## src/rtl/sar_conv_pkg.sv

```systemverilog
package sar_conv_pkg;

  // Strobes sent from the control to the datapath, at most one active per edge.
  typedef struct packed {
    logic clear;   // synchronous master reset
    logic load;    // begin a new search
    logic decide;  // settle one trial bit
    logic finish;  // search complete, flag goes high
  } sarStrobes_t;

endpackage

```

## src/rtl/sar_conv_ctrl.sv

```systemverilog
module sar_conv_ctrl
  import sar_conv_pkg::*;
#(
  parameter int WIDTH = 8,
  localparam int CW = $clog2(WIDTH + 2)
) (
  input  logic          clk,
  input  logic          startReq,
  input  logic          masterRst,
  output sarStrobes_t   strobes,
  output logic [CW-1:0] stepCnt,
  output logic          convDone
);

  logic scPrev;
  logic mrPrev;
  logic busy;
  logic startHit;
  logic stepZero;

  // Edge history of the two control inputs
  always_ff @(posedge clk) begin
    scPrev <= startReq;
    mrPrev <= masterRst;
  end

  // Three ways to begin: request rise, release from reset with request high,
  // or request high while the previous result is on show.
  assign startHit = startReq && !masterRst && (mrPrev || !scPrev || convDone);
  assign stepZero = (stepCnt == '0);

  always_comb begin
    strobes.clear  = masterRst;
    strobes.load   = startHit;
    strobes.decide = !masterRst && !startHit && busy && !stepZero;
    strobes.finish = !masterRst && !startHit && busy && stepZero;
  end

  always_ff @(posedge clk) begin
    if (strobes.clear) begin
      busy     <= 1'b0;
      convDone <= 1'b0;
      stepCnt  <= '0;
    end else if (strobes.load) begin
      busy     <= 1'b1;
      convDone <= 1'b0;
      stepCnt  <= CW'(WIDTH);
    end else if (strobes.decide) begin
      stepCnt  <= stepCnt - 1'b1;
    end else if (strobes.finish) begin
      busy     <= 1'b0;
      convDone <= 1'b1;
    end
  end

  // the strobes never overlap
  p_single_strobe_r4: assert property (@(posedge clk) disable iff (masterRst)
    $onehot0({strobes.load, strobes.decide, strobes.finish}));

  // the flag rises only once the step count has reached zero in a live search
  p_done_after_count_r5: assert property (@(posedge clk) disable iff (masterRst)
    $rose(convDone) |-> ($past(busy) && $past(stepCnt) == '0));

  // the result stays on show while the request is low
  p_done_retained_r6: assert property (@(posedge clk) disable iff (masterRst)
    (convDone && !startReq) |=> convDone);

  // a high request with the flag set begins a new search
  p_back_to_back_r7: assert property (@(posedge clk) disable iff (masterRst)
    (convDone && startReq) |=> (!convDone && stepCnt == CW'(WIDTH)));

endmodule

```

## src/rtl/sar_conv_dp.sv

```systemverilog
module sar_conv_dp
  import sar_conv_pkg::*;
#(
  parameter int WIDTH = 8,
  localparam int CW = $clog2(WIDTH + 2)
) (
  input  logic             clk,
  input  sarStrobes_t      strobes,
  input  logic [CW-1:0]    stepCnt,
  input  logic             cmpKeep,
  output logic [WIDTH-1:0] sarWord,
  output logic             serialOut
);

  localparam logic [WIDTH-1:0] MSB_ONLY = {1'b1, {(WIDTH-1){1'b0}}};

  logic [WIDTH-1:0] nextWord;

  // Bit b is decided while stepCnt == b+1 and becomes the trial bit while stepCnt == b+2
  for (genvar b = 0; b < WIDTH; b++) begin : g_bit
    always_comb begin
      if (strobes.clear)
        nextWord[b] = 1'b0;
      else if (strobes.load)
        nextWord[b] = (b == WIDTH - 1) ? 1'b1 : 1'b0;
      else if (strobes.decide && stepCnt == CW'(b + 1))
        nextWord[b] = cmpKeep;
      else if (strobes.decide && stepCnt == CW'(b + 2))
        nextWord[b] = 1'b1;
      else
        nextWord[b] = sarWord[b];
    end
  end

  always_ff @(posedge clk) begin
    sarWord <= nextWord;
  end

  always_ff @(posedge clk) begin
    if (strobes.clear || strobes.load)
      serialOut <= 1'b0;
    else if (strobes.decide)
      serialOut <= cmpKeep;
  end

  // reset empties the word and the serial bit
  p_reset_clears_r1: assert property (@(posedge clk)
    strobes.clear |=> (sarWord == '0 && !serialOut));

  // a new search leaves only the MSB set
  p_load_msb_r2: assert property (@(posedge clk) disable iff (strobes.clear)
    strobes.load |=> (sarWord == MSB_ONLY));

  // with no load and no decision the word is frozen
  p_idle_stable_r6: assert property (@(posedge clk) disable iff (strobes.clear)
    (!strobes.load && !strobes.decide) |=> $stable(sarWord));

  // the completing edge alters no bit
  p_finish_keeps_word_r5: assert property (@(posedge clk) disable iff (strobes.clear)
    strobes.finish |=> $stable(sarWord));

  // the serial output follows the comparator on a decision edge
  p_serial_follows_r9: assert property (@(posedge clk) disable iff (strobes.clear)
    strobes.decide |=> (serialOut == $past(cmpKeep)));

endmodule

```

## src/rtl/sar_conv_reg.sv

```systemverilog
module sar_conv_reg
  import sar_conv_pkg::*;
#(
  parameter int WIDTH = 8,
  localparam int CW = $clog2(WIDTH + 2)
) (
  input  logic             clk,
  input  logic             startReq,
  input  logic             masterRst,
  input  logic             cmpKeep,
  output logic [WIDTH-1:0] sarWord,
  output logic             convDone,
  output logic             serialOut
);

  sarStrobes_t   strobes;
  logic [CW-1:0] stepCnt;

  sar_conv_ctrl #(.WIDTH(WIDTH)) u_ctrl (
    .clk       (clk),
    .startReq  (startReq),
    .masterRst (masterRst),
    .strobes   (strobes),
    .stepCnt   (stepCnt),
    .convDone  (convDone)
  );

  sar_conv_dp #(.WIDTH(WIDTH)) u_dp (
    .clk       (clk),
    .strobes   (strobes),
    .stepCnt   (stepCnt),
    .cmpKeep   (cmpKeep),
    .sarWord   (sarWord),
    .serialOut (serialOut)
  );

endmodule

```

## config.mk

```make
export PLATFORM = sky130hd
export DESIGN_NAME = sar_conv_reg
export DESIGN_NICKNAME = d
export VERILOG_FILES = /design/src/rtl/sar_conv_pkg.sv /design/src/rtl/sar_conv_ctrl.sv /design/src/rtl/sar_conv_dp.sv /design/src/rtl/sar_conv_reg.sv
export SDC_FILE = /design/constraint.sdc
export NUM_CORES = 1
export LEC_CHECK = 0
export ABC_CLOCK_PERIOD_IN_PS = 6300
export BUFFER_PORTS_ARGS = -buffer_cell sky130_fd_sc_hd__buf_2
export CORE_MARGIN = 5
export CORE_UTILIZATION = 31
export CTS_CLUSTER_DIAMETER = 200
export CTS_CLUSTER_SIZE = 8
export DETAILED_ROUTE_END_ITERATION = 7
export PLACE_DENSITY = 0.52
export SLEW_MARGIN = 0
export SYNTH_ARGS = -nofsm -noshare
export SYNTH_HDL_FRONTEND = slang
export SYNTH_HIERARCHICAL = 1
export SYNTH_SLANG_ARGS = --single-unit
```

## constraint.sdc

```tcl
create_clock -name clk -period 6.3 [get_ports clk]
set_clock_uncertainty 0.15 [all_clocks]
set_input_delay 0.315 -clock clk [delete_from_list [all_inputs] [get_ports clk]]
set_output_delay 0.315 -clock clk [all_outputs]
set_load 0.01 [all_outputs]
```

# --- Word-level counts from Yosys, hierarchy flattened ---
# Index checks and enable logic that the tools add are counted.
op_classes:
  n_mul: 0
  reduce_logical: 36
  n_eq_ne: 10
  div_mod_pow: 0
  muxes: 22
  bitwise: 1
  order_cmp: 0
  shift: 0
  add_sub_neg: 1
ops:
  columns: ["op", "count"]
  rows:
  - ["two-way mux 1 bit", 20]
  - ["nonzero test 2 bit", 9]
  - ["equality test 4 x 3 -> 1 bit, second input constant", 4]
  - ["logical AND 1 bit", 15]
  - ["equality test 4 x 2 -> 1 bit, second input constant", 2]
  - ["equality test 4 bit, second input constant", 2]
  - ["two-way mux 4 bit", 2]
  - ["equality test 4 x 1 -> 1 bit, second input constant", 1]
  - ["zero test 1 bit", 4]
  - ["zero test 4 bit", 1]
  - ["AND reduction 2 bit", 2]
  - ["subtractor 4 x 1 -> 4 bit, second input constant", 1]
  - ["logical OR 1 bit", 3]
  - ["nonzero test 3 bit", 1]
  - ["inequality test 2 bit, second input constant", 1]
  - ["OR reduction 2 bit", 1]
  - ["NOT 1 bit", 1]
totals:
  output_inout_bits: 10
  input_bits: 4
  word_cells: 85
  mem_bits_rw: 0
  ff_bits: 17
  memories: 0
  rom_bits: 0
  latch_bits: 0

# --- Longest topological paths before layout ---
logic_depth:
  ltp_word: 12
  ltp_mapped: 9
  ltp_nobuf: 8

# --- Hierarchy ---
# Netlist, hierarchy kept.
by_module_without_submodules:
  columns: ["module", "cells_each", "area_each_um2", "instances", "seq_area_each_um2"]
  rows:
  - ["sar_conv_dp", 57, 506.7, 1, 180.2]
  - ["sar_conv_ctrl", 39, 379.1, 1, 160.2]

# --- Worst setup path after synthesis ---
# Ideal clock, no wire load.
synth_path:
  kind: "register to register"
  from: "register u_ctrl.convDone"
  to: "register u_dp.sarWord[0]"
  required_time_ns: 6.021
  setup_time_ns: 0.129
  n_path_buf: 1
  synth_period_minus_slack_ns: 2.101
  stages_incl_launch_ff: 8
  arrival_ns: 1.822
  setup_slack_ns: 4.199
  path_cell_list: "dfxtp_1 > or3b_1 > a21o_4 > nor2_1 > buf_6 > or3b_1 > nor3_1 > nor4_1"
synth_lines:
  columns: ["element", "line_no", "source"]
  rows:
  - ["start, declared", "sar_conv_ctrl.sv:12", "output logic convDone"]
  - ["start signal, assigned", "sar_conv_ctrl.sv:42", "convDone <= 1'b0;"]
  - ["start signal, assigned", "sar_conv_ctrl.sv:46", "convDone <= 1'b0;"]
  - ["start signal, assigned", "sar_conv_ctrl.sv:52", "convDone <= 1'b1;"]
  - ["end signal, assigned", "sar_conv_dp.sv:36", "sarWord <= nextWord;"]
  - ["end, declared", "sar_conv_dp.sv:11", "output logic [WIDTH-1:0] sarWord,"]

==> impl_results.md <==
* Vias at between 700 and 800
* CTS root buf: clkbuf_4
* I/O pin count at 14
* TritonCTS clock tree: built
* GRT overflow at 0
* Post-CTS resize count at 0
* CP endpoint kind: flip-flop
* Slew HR at 0.625
* Hold Crit Class: in2reg
* Worst Setup Start Kind: flip-flop
* Setup TNS at 0 ns
* Multi-input logic area at 452 um^2
* Pwr Density at 209 nW/um^2
* Synthesized cell area at between 800 and 900 um^2
* R2R Path Start: u_ctrl/stepCnt[1]$_SDFFE_PP0P_
* GP Congestion at 0.770
* Hold path start: masterRst
* WHS Endpoint: u_ctrl/mrPrev$_DFF_P_
* Die height at 62.8 um
* Cells on worst reg2reg path at 8
* Post-DP HPWL at approximately 1200 um
* Number of port buffers at 13
* Core Util, Final at 0.349
* TritonRoute pass-1 iters at 4
* Pre-CTS setup slack at 3.56 ns
* Fin crit share at 0.441
* DR vias/cell at about 5.4
* Worst skew pair latency at approximately 0.29 ns
* Reg area at 340 um^2
* # clock sinks at 17
* Core ar. at ~2700 um^2
* Die X at between 60 and 70 um
* Largest net degree at the start of global routing at 18
* Final setup viols at 0
* Syn_nets at 100
* Layout cell share with drive strength beyond 1 at 0.219
* # H-tree levels at 1
* Clock Path Buffers at 2
* Die footprint at approximately 3900 um^2
* # DRC at 0
* Worst R2R End: u_dp/sarWord[0]$_SDFFE_PP0P_
* 1st-iter DRT viols at 35
* Row cnt at 19
* CP Data Arrival Time at about 2.8 ns
* Cells after Synth at 95
* Clock slew at reported path FFs at 0.10 ns
* Status: complete, no violations
* Fmax achieved at 360 MHz
* GRT Resource Usage Total at 0.0934
* Final ANT Viol Nets at 0
* Fin. Hold Viols at 0
* Crit Path Max Fanout at 17
* Synth Warn # at 6
* Slew @ Worst Pin at 0.561 ns
* Effective utilization at floorplan at 0.319
* Setup CP Type: reg2reg
* RSZ-0062 raised after global routing: no
* CP required at about 6.3 ns
* Min Tclk post-route at roughly 2.8 ns
* R2R setup slack at between 3 and 4 ns
* Fill cells at 291
* P_leak at 0.000349 uW
* Max-cap violations at 0
* Initial antenna violation count at 0
* Routed len/inst at ~13 um
* Antenna Diode Count at 0
* Area growth syn-to-layout at 9.55%
* Syn avg cell area at around 9.1 um^2
* Peak VDD IR at 0.154 mV
* First-pass GRT wire length at 3020 um
* Hold Crit Depth at 1
* CTS Buf Count at 3
* Vias in the first global route at roughly 680
* Final nets at 111
* Setup bufs post-CTS at 0
* Max Slew Vio Count at 0
* Worst Setup Slack, final at 3.52 ns
* Overall routed net length at 1760 um
[through the flow]
stage,hold WS (ns),power [uW],cell area [um^2],instances
6_report,0.0738,198,947,136
5_1_grt,0.0527,212,947,136
4_1_cts,0.00475,200,937,135
3_5_place_dp,0.296,140,911,131
3_3_place_gp,0.290,140,911,131
2_1_floorplan,0.193,136,865,95
[layout by cell type (no fill, tap or decap), types with 2 or more instances in the layout]
master,instances
and4bb_2,2
clkbuf_4,3
nor3_1,8
a211oi_1,3
mux2i_1,2
a21oi_1,7
a31oi_1,3
nor4b_1,2
and4b_1,2
nor2_1,10
dfxtp_1,17
nand2_1,5
buf_2,13
or3b_1,2
nor4_1,2
inv_1,4
[state kept, by name (all words and copies together) (netlist names)]
register,count
u_ctrl/busy,1
u_ctrl/convDone,1
u_ctrl/stepCnt,4
u_ctrl/scPrev,1
u_dp/serialOut,1
u_ctrl/mrPrev,1
u_dp/sarWord,8
[worst max-delay path by stage]
stage                                         startpoint                            to  cells after the start  slack [ns]
after global routing      u_ctrl/stepCnt[0]$_SDFFE_PP0P_  u_dp/sarWord[1]$_SDFFE_PP0P_                      8        3.28
after CTS                 u_ctrl/stepCnt[1]$_SDFFE_PP0P_  u_dp/sarWord[0]$_SDFFE_PP0P_                      8        3.54
after detailed placement  u_ctrl/stepCnt[1]$_SDFFE_PP0P_  u_dp/sarWord[0]$_SDFFE_PP0P_                      8        3.56
final                     u_ctrl/stepCnt[1]$_SDFFE_PP0P_  u_dp/sarWord[0]$_SDFFE_PP0P_                      8        3.52
after floorplan             u_ctrl/convDone$_SDFFE_PP0P_  u_dp/sarWord[0]$_SDFFE_PP0P_                      7        4.22
after global placement    u_ctrl/stepCnt[1]$_SDFFE_PP0P_  u_dp/sarWord[0]$_SDFFE_PP0P_                      8        3.64
[timing repair]
item / in CTS / in global routing
endpoints found under the hold margin: 0 / 1
setup endpoints to repair: 0 / 0
hold buffers: 0 / 1
[layout make-up]
class	instances	area share
clock buffers	4	0.0277
well taps	31	0.0410
inverters	4	0.0159
flip-flops and latches	17	0.359
repair buffers	14	0.0793
multi-input cells	66	0.477
[worst max-delay path, cell delays in order (launching register included)]
cell and delay (ns):
dfxtp_1 0.66, inv_1 0.10, ha_1 0.26, or3b_4 0.28, nand2_1 0.07, nor2_1 0.46, or3b_1 0.42, nor3_1 0.19
nor4_1 0.08
[per-layer routing]
metal / routed length [um] / track usage / vias to the layer above
li1: - / - / 367
met1: 831 / 0.115 / 345
met5: 0 / 0 / -
met3: 108 / 0.0414 / 2
met2: 810 / 0.144 / 17
met4: 12 / 0.0318 / 0
[where the power goes]
group	leakage [uW]	switching, uW	internal (uW)	total, uW
Sequential	0.000139	5.98	111	117
Clock	0.0000150	34.2	24.6	58.8
Combinational	0.000196	11.4	10.7	22.1
No activity file was read; power rests on OpenSTA's default activity.
